## config.mk

```make
export PLATFORM = sky130hd
export DESIGN_NAME = aps_sync_monitor
export DESIGN_NICKNAME = d
export VERILOG_FILES = /design/src/rtl/aps_mon_pkg.sv /design/src/rtl/persist_filter.sv /design/src/rtl/defect_filter.sv /design/src/rtl/evt_flags.sv /design/src/rtl/aps_sync_monitor.sv
export SDC_FILE = /design/constraint.sdc
export NUM_CORES = 1
export LEC_CHECK = 0
export ABC_CLOCK_PERIOD_IN_PS = 1520
export BUFFER_PORTS_ARGS = -buffer_cell sky130_fd_sc_hd__clkbuf_2
export CAP_MARGIN = 0
export CORE_ASPECT_RATIO = 2
export CORE_MARGIN = 2
export CORE_UTILIZATION = 50
export CTS_BUF_LIST = sky130_fd_sc_hd__clkbuf_4 sky130_fd_sc_hd__clkbuf_8 sky130_fd_sc_hd__clkbuf_16
export DETAILED_ROUTE_END_ITERATION = 16
export PLACE_DENSITY = 0.81
export REMOVE_ABC_BUFFERS = 1
export SYNTH_ARGS = -nofsm -noshare
export SYNTH_HDL_FRONTEND = slang
export SYNTH_HIERARCHICAL = 1
export SYNTH_SLANG_ARGS = --single-unit
```

## constraint.sdc

```tcl
create_clock -name clk -period 1.52 [get_ports clk]
set_input_delay 0.152 -clock clk [delete_from_list [all_inputs] [get_ports clk]]
set_output_delay 0.152 -clock clk [all_outputs]
set_load 0.02 [all_outputs]
```

## src/rtl/aps_mon_pkg.sv

```systemverilog
package aps_mon_pkg;
    localparam int BYTE_W = 8;
    localparam int EV_N   = 6;

    typedef logic [BYTE_W-1:0] ohb_t;
    typedef logic [EV_N-1:0]   ev_vec_t;

    typedef enum int {
        EV_K1  = 0,
        EV_K2  = 1,
        EV_AIS = 2,
        EV_RDI = 3,
        EV_S1  = 4,
        EV_F1  = 5
    } ev_idx_e;

    typedef struct packed {
        ohb_t cand;
        ohb_t acc;
    } byte_track_t;

    localparam logic [2:0] PAT_AIS = 3'b111;
    localparam logic [2:0] PAT_RDI = 3'b110;

    function automatic logic low3_is(input ohb_t b, input logic [2:0] pat);
        return b[2:0] == pat;
    endfunction
endpackage

```

## src/rtl/persist_filter.sv

```systemverilog
module persist_filter
    import aps_mon_pkg::*;
#(
    parameter int TH = 3
) (
    input  logic clk,
    input  logic rst,
    input  logic frz_i,
    input  logic vld_i,
    input  ohb_t din_i,
    output ohb_t acc_o,
    output logic chg_o
);
    localparam int CW = $clog2(TH + 1);

    byte_track_t st_q;
    logic [CW-1:0] cnt_q, cnt_nx;
    logic take;

    always_comb begin
        take = vld_i && !frz_i;
        if (din_i == st_q.cand)
            cnt_nx = (cnt_q == CW'(TH)) ? cnt_q : cnt_q + 1'b1;
        else
            cnt_nx = CW'(1);
        chg_o = take && (cnt_nx == CW'(TH)) && (din_i != st_q.acc);
    end

    always_ff @(posedge clk) begin
        if (rst) begin
            st_q  <= '0;
            cnt_q <= '0;
        end else if (take) begin
            st_q.cand <= din_i;
            cnt_q     <= cnt_nx;
            if (chg_o) st_q.acc <= din_i;
        end
    end

    assign acc_o = st_q.acc;

    // accepted value moves only after an accepted strobe
    p_acc_needs_strobe_r2: assert property (@(posedge clk) disable iff (rst)
        !$stable(st_q.acc) |-> $past(take));
    // frozen cycle leaves run state untouched
    p_frozen_hold_r9: assert property (@(posedge clk) disable iff (rst)
        $past(frz_i) |-> ($stable(st_q) && $stable(cnt_q)));
    p_cnt_bound_r3: assert property (@(posedge clk) disable iff (rst)
        cnt_q <= CW'(TH));
endmodule

```

## src/rtl/defect_filter.sv

```systemverilog
module defect_filter #(
    parameter int N = 5
) (
    input  logic clk,
    input  logic rst,
    input  logic frz_i,
    input  logic vld_i,
    input  logic match_i,
    output logic state_o,
    output logic chg_o
);
    localparam int CW = $clog2(N + 1);

    logic state_q;
    logic [CW-1:0] cnt_q;
    logic take;

    always_comb begin
        take  = vld_i && !frz_i;
        chg_o = take && (match_i != state_q) && (cnt_q == CW'(N - 1));
    end

    always_ff @(posedge clk) begin
        if (rst) begin
            state_q <= 1'b0;
            cnt_q   <= '0;
        end else if (take) begin
            if (match_i != state_q) begin
                if (chg_o) begin
                    state_q <= match_i;
                    cnt_q   <= '0;
                end else begin
                    cnt_q <= cnt_q + 1'b1;
                end
            end else begin
                cnt_q <= '0;
            end
        end
    end

    assign state_o = state_q;

    // defect state only moves after an accepted K2 strobe
    p_defect_needs_strobe_r4: assert property (@(posedge clk) disable iff (rst)
        !$stable(state_q) |-> $past(take));

    p_defect_frozen_r9: assert property (@(posedge clk) disable iff (rst)
        $past(frz_i) |-> ($stable(state_q) && $stable(cnt_q)));
endmodule

```

## src/rtl/evt_flags.sv

```systemverilog
module evt_flags
    import aps_mon_pkg::*;
(
    input  logic    clk,
    input  logic    rst,
    input  ev_vec_t set_i,
    input  logic    clr_we_i,
    input  ev_vec_t clr_mask_i,
    input  ev_vec_t en_i,
    output ev_vec_t flags_o,
    output logic    irq_o
);
    ev_vec_t flags_q, clr_eff;

    assign clr_eff = clr_we_i ? clr_mask_i : '0;

    always_ff @(posedge clk) begin
        if (rst) flags_q <= '0;
        else     flags_q <= (flags_q & ~clr_eff) | set_i;
    end

    assign flags_o = flags_q;
    assign irq_o   = |(flags_q & en_i);

    // a flag only falls through a host clear
    p_no_spurious_clear_r10: assert property (@(posedge clk) disable iff (rst)
        (($past(flags_q) & ~flags_q & ~$past(clr_eff)) == '0));

    for (genvar g = 0; g < EV_N; g++) begin : g_stick
        // event wins over clear
        p_set_sticks_r10: assert property (@(posedge clk) disable iff (rst)
            set_i[g] |=> flags_q[g]);
    end
endmodule

```

## src/rtl/aps_sync_monitor.sv

```systemverilog
module aps_sync_monitor
    import aps_mon_pkg::*;
#(
    parameter int K_PERSIST   = 3,
    parameter int SF_PERSIST  = 3,
    parameter int DEF_PERSIST = 5
) (
    input  logic       clk,
    input  logic       rst,
    input  logic       lof_i,
    input  logic       k1_vld_i,
    input  logic [7:0] k1_i,
    input  logic       k2_vld_i,
    input  logic [7:0] k2_i,
    input  logic       s1_vld_i,
    input  logic [7:0] s1_i,
    input  logic       f1_vld_i,
    input  logic [7:0] f1_i,
    input  logic       clr_we_i,
    input  logic [5:0] clr_mask_i,
    input  logic [5:0] irq_en_i,
    output logic [7:0] k1_acc_o,
    output logic [7:0] k2_acc_o,
    output logic [7:0] s1_acc_o,
    output logic [7:0] f1_acc_o,
    output logic       ms_ais_o,
    output logic       ms_rdi_o,
    output logic [5:0] evt_flags_o,
    output logic       irq_o
);
    localparam int NB = 4;

    logic [NB-1:0] vld;
    ohb_t          din [NB];
    ohb_t          acc [NB];
    logic [NB-1:0] bchg;
    logic [1:0]    dmatch, dstate, dchg;
    ev_vec_t       ev;

    assign vld    = {f1_vld_i, s1_vld_i, k2_vld_i, k1_vld_i};
    assign din[0] = k1_i;
    assign din[1] = k2_i;
    assign din[2] = s1_i;
    assign din[3] = f1_i;

    for (genvar i = 0; i < NB; i++) begin : g_byte
        localparam int TH = (i < 2) ? K_PERSIST : SF_PERSIST;
        persist_filter #(.TH(TH)) u_pf (
            .clk(clk), .rst(rst), .frz_i(lof_i), .vld_i(vld[i]),
            .din_i(din[i]), .acc_o(acc[i]), .chg_o(bchg[i])
        );
    end

    assign dmatch[0] = low3_is(k2_i, PAT_AIS);
    assign dmatch[1] = low3_is(k2_i, PAT_RDI);

    for (genvar d = 0; d < 2; d++) begin : g_def
        defect_filter #(.N(DEF_PERSIST)) u_df (
            .clk(clk), .rst(rst), .frz_i(lof_i), .vld_i(k2_vld_i),
            .match_i(dmatch[d]), .state_o(dstate[d]), .chg_o(dchg[d])
        );
    end

    always_comb begin
        ev         = '0;
        ev[EV_K1]  = bchg[0];
        ev[EV_K2]  = bchg[1];
        ev[EV_AIS] = dchg[0];
        ev[EV_RDI] = dchg[1];
        ev[EV_S1]  = bchg[2];
        ev[EV_F1]  = bchg[3];
    end

    evt_flags u_flags (
        .clk(clk), .rst(rst), .set_i(ev), .clr_we_i(clr_we_i),
        .clr_mask_i(clr_mask_i), .en_i(irq_en_i),
        .flags_o(evt_flags_o), .irq_o(irq_o)
    );

    assign k1_acc_o = acc[0];
    assign k2_acc_o = acc[1];
    assign s1_acc_o = acc[2];
    assign f1_acc_o = acc[3];
    assign ms_ais_o = dstate[0];
    assign ms_rdi_o = dstate[1];

    // the two defect patterns are exclusive
    p_ais_rdi_excl_r5: assert property (@(posedge clk) disable iff (rst)
        !(ms_ais_o && ms_rdi_o));
endmodule

```

Word level (Yosys, flattened, before mapping) --
Cells that the tools add are included.
Cells by class: add/subtract/negate cells 6, equality and inequality tests 22, multiplexer cells 13, bitwise gates (word level) 4, reduce and logical (&&, ||, !) cells 24
Operators by type and width (number):
- 8-bit equality test | 4
- 8-bit inequality test | 4
- 2-bit equality test, second input constant | 8
- 1-bit logical AND | 16
- 2-bit two-way mux | 8
- 6-bit AND | 2
- 3-bit equality test, second input constant | 4
- 3-bit two-way mux | 4
- 2-bit by 1-bit adder with 2-bit output, second input constant | 4
- 2-bit AND reduction | 4
- 3-bit by 1-bit adder with 3-bit output, second input constant | 2
- 6-bit two-way mux | 1
- 6-bit NOT | 1
- 6-bit OR | 1
- 3-bit AND reduction | 2
- 6-bit OR reduction | 1
- 1-bit inequality test | 2
- 1-bit logical NOT | 1
Word-level totals: register bits 86, input port bits 52, output and inout port bits 41

Depth between registers and ports, before layout --
Gate-level depths: netlist of run 1.
word-level depth 7, depth in mapped cells 5, gate-level depth less buffers 5

Cells and area by module --
Netlist of run 1, hierarchy kept.
Modules (own cells, without submodules):
- persist_filter | instances 4, cells an instance 110, area an instance 998.5 um^2
- defect_filter | instances 2, cells an instance 28, area an instance 232.7 um^2
- evt_flags | instances 1, cells an instance 22, area an instance 252.7 um^2
- aps_sync_monitor | instances 1, cells an instance 2, area an instance 16.3 um^2

Worst setup path after synthesis of run 1 --
Ideal clock, no wire load.
kind flip-flop to flip-flop, start point reg g_byte[0].u_pf/st_q[14] (netlist name), end point reg g_byte[0].u_pf/acc_o[0] (netlist name), setup time 0.072 ns, data arrival time 1.384 ns, data required time 1.448 ns, setup slack 0.065 ns, cell stages (with the launch flop) 6, cells stage by stage dfxtp_1 -> xor2_1 -> nor3_1 -> nand4_4 -> nor2_8 -> mux2i_1
On the way: longest elaborated chain between the ends 6
Ends and longest elaborated chain:
- start, declared | RTL line persist_filter.sv:16 | byte_track_t st_q;
- 8-bit equality test | RTL line persist_filter.sv:22 | if (din_i == st_q.cand)
- 2-bit two-way mux | RTL line persist_filter.sv:22
- 2-bit equality test | RTL line persist_filter.sv:26 | chg_o = take && (cnt_nx == CW'(TH)) && (din_i != st_q.acc);
- 1-bit logical AND (2 in a row) | RTL line persist_filter.sv:26
- named net bchg[0] | RTL line aps_sync_monitor.sv:36 | logic [NB-1:0] bchg;
- 2-bit AND reduction (no line)
The timed path passes the listed nets, and every way through them passes these cells. A chain may end at the register's enable or synchronous reset.

Worst setup path after layout of run 1 --
start point reg g_byte[0].u_pf/st_q[8] (netlist name), end point reg g_byte[0].u_pf.cnt_q[0]
On the way: longest elaborated chain between the ends 2
Ends and longest elaborated chain:
- 8-bit equality test | RTL line persist_filter.sv:22
- 2-bit two-way mux | RTL line persist_filter.sv:22
- end signal, assigned | RTL line persist_filter.sv:35 | cnt_q <= cnt_nx;
- end, declared | RTL line persist_filter.sv:17 | logic [CW-1:0] cnt_q, cnt_nx;
No other way between the ends.

==> results.txt, run 1 <==
Leakage: 2.327 nW
Max frequency: 629.1 MHz
Starting density of the core: 51.07%
Busiest grt layer: met2
Die height: 141.5 um
Post-route total power: 4.890 mW
Cell accounting for the most synthesized area: dfxtp_1
Cell with the largest stage delay on the worst path: nor4_4
Global Route met3 Usage: 3.764%
Residual overflow from global routing: 0
RSZ-0062 raised after global routing: yes
Detailed-route DRC error count: 0
Hold buffer count at cts: 0
Main area contributors after synthesis: dfxtp_1 (36%), nand2b_1 (9.3%), mux2i_1 (6.8%)
Wire length of the first global-routing pass: 17,180 um
Clock root buffer: clkbuf_16
Final hold violation count: 0
Number of global-route vias before repair: 3,791
Category of the worst setup path launch point: flip-flop
EDFF count, synth: 0
Final design area excluding fillers: 5602 sq um
Relative slew slack: 62.61%
Top cell type's share of synthesized area: 36.41%
Syn Std Cell Area: 4728 sq um
Post-Synthesis Mean Instance Area: 9.093 sq um
Placement Cell Area: 5204 sq um
Violated checks: negative setup slack
Drt initial violations: 252
Final-layout fill cell count: 811
Worst-path cell chain: xor2_2 > nor4_4 > nand4_4 > buf_4 > o31a_1
Final weighted congestion in routability-driven placement: 0.8165
Clock input transition at the sequential cells of the worst setup and hold paths: 0.06 ns
Post-synthesis async set-or-reset flop share: 0%
Detailed-route via count: 3,789
Status: complete, but fails checks
Max capacitance violation total: 0
Number of sinks handled by clock tree synthesis: 86
Worst-Margin Slew: 0.5608 ns
IR drop worst, VDD: 0.0005485 V
Max-slew violation total from the final report: 0
Net count reported at finish: 659
Number of cells produced by synthesis: 520
Top FF cell, synth: dfxtp_1
Cell variety after synth: 35
Tcrit/Tclk final: 104.6%
Width of the die: 72.76 um
Maximum number of pins on one net before global-route repair: 51
Kind of cell adding the most delay to the critical path: simple AND/OR/NAND/NOR gates
Number of antenna violations at the first check in global routing: 0
Deepest clock path buffer count: 2
Clock tree from TritonCTS: done
Std-Cell Rows: 50
Met1 demand-to-capacity share in global routing: 22.79%
Synthesis-stage register bit count: 86
Power density over the cells: 873.0 nW/um^2
Die area: 10,300 sq um
Share of the yosys chip area belonging to registers: 36.41%
Tmin final: 1.589 ns
Clock insertion delay at the later pin of the skew report: 0.33 ns
Routed via count divided by cell count: 5.329
Buffers on Ports: 92
Required arrival time at the worst endpoint: 1.74 ns
Number of antenna diodes: 0
Placeable core area: 9259 sq um
WL/cell: 14.72 um
Layout cells sized above 1: 27.51%
Global Route met2 Usage: 39.19%
Synth Warn #: 6
Growth of design area from synthesis to finish: 18.47%
Total routed wirelength: 10,470 um
Number of detailed-route iterations in the first pass: 5
Worst path max stage delay: 0.36 ns
Total number of H-tree levels: 3
Overall track demand over capacity in global routing: 21.16%
Max Fanout on Critical Path: 3
Sort of element at the end of the critical path: flip-flop
Detail Placement HPWL: 7686 um
Count of buffer and inverter cells on the critical path: 1
Worst hold path type: in -> reg
Worst endpoint data arrival time: 1.81 ns
Setup slack after layout: -0.06949 ns
Number of buffers inserted during clock tree synthesis: 9
Final ANT Viol Nets: 0
WS Path Type: reg -> reg
Clock skew after layout: 0.002962 ns
Setup violation total in the final timing report: 28
I/O pin count: 93
report_power, final:
part / switching [mW] / internal (mW) / total (mW)
Clock: 0.810 / 1.17 / 1.98
Combinational: 0.322 / 0.259 / 0.582
Sequential: 0.0292 / 2.30 / 2.33
Total: 1.16 / 3.73 / 4.89
routing by layer:
metal  up-vias  share of wire [%]  wire length (um)
met4         0                2.2               225
met5         -                  0                 0
met2        99                 55              5778
met1      1797                 38              4029
li1       1875                  -                 -
met3        18                4.1               431
path summary, 6_finish.rpt:
check,slack [ns],cells past startpoint,end,startpoint
worst max-delay path,-0.07,5,g_byte[0].u_pf/cnt_q[0],g_byte[0].u_pf/st_q[8]
worst max register to register,-0.07,5,g_byte[0].u_pf/cnt_q[0],g_byte[0].u_pf/st_q[8]
worst min-delay path,0.11,3,g_byte[3].u_pf/st_q[14],f1_i[6]
worst min register to register,0.47,2,g_byte[1].u_pf/st_q[15],g_byte[1].u_pf/st_q[15]
metrics by stage:
| step | hold slack (ns) | cells | utilization (%) | setup TNS, ns | setup slack, ns |
|---|---|---|---|---|---|
| after floorplan | 0.2211 | 468 | - | -0.1631 | -0.04078 |
| after global placement | 0.4372 | 688 | 56.20 | -0.2232 | -0.02871 |
| after detailed placement | 0.4439 | 688 | 56.20 | -1.745 | -0.1074 |
| after CTS | 0.09399 | 709 | 60.15 | -0.4432 | -0.05523 |
| after global routing | 0.1075 | 711 | 60.50 | -3.711 | -0.1418 |
| final | 0.1074 | 711 | 60.50 | -0.6299 | -0.06949 |
cells by family after synthesis:
kind of cell,synth area share (%)
AO/OA/AOI/OAI,10.48
adder cells (fa/ha/maj),1.059
buffers and inverters,7.568
AND/OR/NAND/NOR,25.17
flip-flops,36.41
multiplexers,6.774
XOR/XNOR,12.54
Yosys cell counts, types with 5 or more instances:
master / count
dfxtp_1: 86
xnor2_1: 36
mux2i_1: 32
o21ai_0: 6
nand4_1: 12
nand2b_1: 70
nand2_1: 72
nand3_1: 5
xor2_1: 28
a21boi_1: 6
a21oi_1: 42
o21ba_1: 6
clkbuf_1: 16
buf_4: 32
inv_1: 10
registers in the layout, summed over array words and instances, names as in the netlist:
| signal | flops |
|---|---|
| g_def.u_df/cnt_q | 6 |
| g_byte.u_pf/acc_o | 32 |
| g_byte.u_pf/cnt_q | 8 |
| g_def.u_df/state_o | 2 |
| u_flags/flags_o | 6 |
| g_byte.u_pf/st_q | 32 |
placed cells by master, fill, tap and decap left out, types with 6 or more instances in the layout:
cell type  synthesis  layout
clkbuf_2           0      91
dfxtp_1           86      80
nand2_1           72      72
nand2b_1          70      70
a21oi_1           42      42
xnor2_1           36      36
mux2i_1           32      32
buf_4             32      26
xor2_1            28      23
nand4_1           12      12
inv_1             10      10
clkbuf_16          0       9
xor2_2             2       7
o21ai_0            6       6
dfxtp_2            0       6
a21boi_1           6       6
o21ba_1            6       6
repair_timing:
item	CTS	global route
resized for setup	9	4
cloned	4	0
endpoints found under the setup margin	34	39
buffers inserted	2	2
pin swaps	8	7
final cells by class:
class	instances	area [sq um]	area share [%]
repair buffers	120	695.7	12.42
flip-flops and latches	86	1729	30.87
clock buffers	13	255.2	4.557
multi-input cells	376	2744	48.98
clock inverters	2	10.01	0.1787
inverters	10	37.54	0.6701
well taps	104	130.1	2.323
tightest hold or removal path: cells and delay by family:
family,cells,cell delay (ns)
AOI/OAI and AO/OA,1,0.05
buffers and inverters,1,0.12
and+or+nand+nor,1,0.07
Power figures use the tool's default switching activity.
==> run 2: changes to the inputs <==
- CORE_UTILIZATION: 50 -> 49
- SYNTH_HIERARCHICAL: 1 -> not set
==> run 2 against run 1 <==
The flow still finishes with violations (negative setup slack). Setup slack improved by 0.064 ns. Combinational power shrank 18%. Register-to-register slack better by 0.06 ns. Sequential power about the same. Hold slack got worse by 0.010 ns. Die area shrank 6.1%. Count of clock-buffer cells in the layout is the same. Clock power rose by 7%. Critical endpoint is now g_byte[0].u_pf.acc_o[7]. Largest cell class unchanged. Highest routed layer unchanged.
==> results.txt, run 2 <==
Category of the worst setup path launch point: flip-flop
Met3 Routed Length: 497 um
Final hold violation count: 0
I/O pin count: 93
Worst-Margin Slew: 0.3920 ns
Synth Warn #: 0
IR drop worst, VDD: 0.0006548 V
Max-slew violation total from the final report: 0
Routed via count divided by cell count: 5.631
Share of the yosys chip area belonging to registers: 39.68%
Top FF cell, synth: dfxtp_1
Violated checks: negative setup slack
Max capacitance violation total: 0
Die area: 9670 sq um
Net count reported at finish: 656
WL/cell: 15.11 um
Cell variety after synth: 29
Layout cells sized above 1: 31.07%
Synthesis-stage register bit count: 86
Max Fanout on Critical Path: 8
Power dissipated by switching net loads: 1.163 mW
Overall track demand over capacity in global routing: 21.68%
Number of antenna diodes: 0
Met2 Routed Length: 5815 um
Part of the power in the clock network: 42.9%
Power share of the sequential group: 47.4%
Die height: 137.1 um
Comb pwr share: 9.7%
Tmin final: 1.525 ns
Final weighted congestion in routability-driven placement: 0.8166
WS Path Type: reg -> reg
Detailed-route DRC error count: 0
Total number of H-tree levels: 3
Top layer used by detailed routing: met4
Commonest cells after routing, fill and taps aside: clkbuf_2 (92), nand2_1 (79), dfxtp_1 (76)
Required arrival time at the worst endpoint: 1.73 ns
Worst hold path type: in -> reg
Detailed-route via count: 3,970
Routed length on met1: 4101 um
Internal power of the cells: 3.773 mW
Final ANT Viol Nets: 0
Leakage: 1.886 nW
Number of buffers inserted during clock tree synthesis: 9
Residual overflow from global routing: 0
Number of cells produced by synthesis: 537
Wire length of the first global-routing pass: 16,780 um
Smallest hold slack: 0.09725 ns
Count of buffer and inverter cells on the critical path: 0
Total routed wirelength: 10,650 um
Detail Placement HPWL: 7488 um
Number of sinks handled by clock tree synthesis: 86
Buffers on Ports: 92
Number of global-route vias before repair: 3,742
Setup slack after layout: -0.005438 ns
Number of detailed-route iterations in the first pass: 4
Maximum number of pins on one net before global-route repair: 87
Max frequency: 655.6 MHz
Worst path max stage delay: 0.51 ns
Post-route total power: 4.937 mW
Worst-path cell chain: xnor2_2 > nand4_1 > or3_4 > o21ai_2 > a21oi_1
Most numerous cell in the Yosys netlist: dfxtp_1
Worst endpoint data arrival time: 1.73 ns
Placeable core area: 8648 sq um
Status: complete, but fails checks
Clock insertion delay at the later pin of the skew report: 0.34 ns
Drt initial violations: 238
Sort of element at the end of the critical path: flip-flop
Clock root buffer: clkbuf_16
Starting density of the core: 50.17%
Number of antenna violations at the first check in global routing: 0
Syn Std Cell Area: 4339 sq um
Sw Ratio: 23.56%
Hold buffer count at cts: 0
RSZ-0062 raised after global routing: yes
Deepest clock path buffer count: 2
Clock input transition at the sequential cells of the worst setup and hold paths: 0.06 ns
Tcrit/Tclk final: 100.4%
EDFF count, synth: 0
Kind of cell adding the most delay to the critical path: simple AND/OR/NAND/NOR gates
Cell accounting for the most synthesized area: dfxtp_1
Most common cell after layout, fill and taps aside: clkbuf_2
Top cell type's share of synthesized area: 39.68%
Clock tree from TritonCTS: done
Most frequent cells after synthesis: dfxtp_1 (86), nand2_1 (79), a21oi_1 (73), xnor2_1 (64), o21ai_1 (40)
Growth of design area from synthesis to finish: 19.78%
Main area contributors after synthesis: dfxtp_1 (40%), xnor2_1 (13%), a21oi_1 (8.4%)
Post-synthesis async set-or-reset flop share: 0%
Std-Cell Rows: 48
Cell with the largest stage delay on the worst path: or3_4
Relative slew slack: 73.87%
Width of the die: 70.54 um
Post-Synthesis Mean Instance Area: 8.080 sq um
Setup violation total in the final timing report: 1
Power density over the cells: 949.8 nW/um^2
Clock skew after layout: 0.006179 ns
run 2: cell types whose count changed in the layout (fill, tap and decap cells not counted), moves of 17 or more:
cell	delta
o21ai_2	+20
xor2_1	-21
nand3_1	+32
xnor2_1	+21
nand2b_1	-66
o21ai_1	+20
nor2_1	+17
a21oi_1	+30
mux2i_1	-32
run 2: repair_timing:
| item | in CTS | in global routing |
|---|---|---|
| pin swaps | 0 | 35 |
| gates cloned | 0 | 1 |
| setup endpoints to repair | 16 | 29 |
| gates resized for setup | 3 | 46 |
| setup buffers | 0 | 2 |
run 2: area by class of cell:
class	instances	area, sq um
Timing Repair Buffer	117	668.1
Tap cell	100	125.1
Multi-Input combinational cell	378	2349
Inverter	8	30.03
Sequential cell	86	1734
Fill cell	758	3451
Clock inverter	3	17.52
Clock buffer	13	274.0
run 2: final timing paths:
check / start / to / slack (ns) / depth (start not counted)
setup / recovery: g_byte[0].u_pf.st_q[8] / g_byte[0].u_pf.acc_o[7] / -0.005 / 5
hold reg to reg: g_byte[2].u_pf.st_q[11] / g_byte[2].u_pf.st_q[11] / 0.46 / 2
hold / removal: k2_i[5] / g_byte[1].u_pf.st_q[13] / 0.1 / 3
setup reg to reg: g_byte[0].u_pf.st_q[8] / g_byte[0].u_pf.acc_o[7] / -0.005 / 5
run 2: power by group through the flow:
stage	clock, mW	sequential, mW	combinational (mW)
detailed placement	0	2.38	0.450
finish	2.12	2.34	0.480
floorplan	0	2.38	0.220
global placement	0	2.38	0.438
global route	2.24	2.34	0.525
CTS	2.16	2.33	0.455
run 2: cell families after synthesis:
group	Yosys count	share of synthesized area [%]
xor gates and xnor gates	66	13.32
adders and majority gates	4	1.153
AOI/OAI and AO/OA	139	17.68
buffers and inverters	73	10.01
DFF	86	39.68
and+or+nand+nor	169	18.17
run 2: through the flow:
| step | worst slack (ns) | setup TNS (ns) | cells | cell area (sq um) | utilization (%) |
|---|---|---|---|---|---|
| 6_report | -0.005438 | -0.005438 | 705 | 5197 | 60.10 |
| 3_5_place_dp | -0.005909 | -0.005909 | 686 | 4698 | 54.33 |
| 2_1_floorplan | -0.04047 | -0.3664 | 472 | 3935 | - |
| 4_1_cts | 0.01611 | 0 | 702 | 5005 | 57.87 |
| 3_3_place_gp | 0.03697 | 0 | 686 | 4698 | 54.33 |
| 5_1_grt | -0.06362 | -0.7865 | 705 | 5197 | 60.10 |
run 2: per-layer routing:
layer  track usage [%]  up-vias
li1                  -     1930
met1             22.88     1891
met2             39.36      129
met3             5.449       20
met4             10.80        0
met5                 0        -
run 2: worst min-delay path: stages:
cell	delay, ns
clkbuf_2	0.12
nand2_1	0.06
a21oi_1	0.05
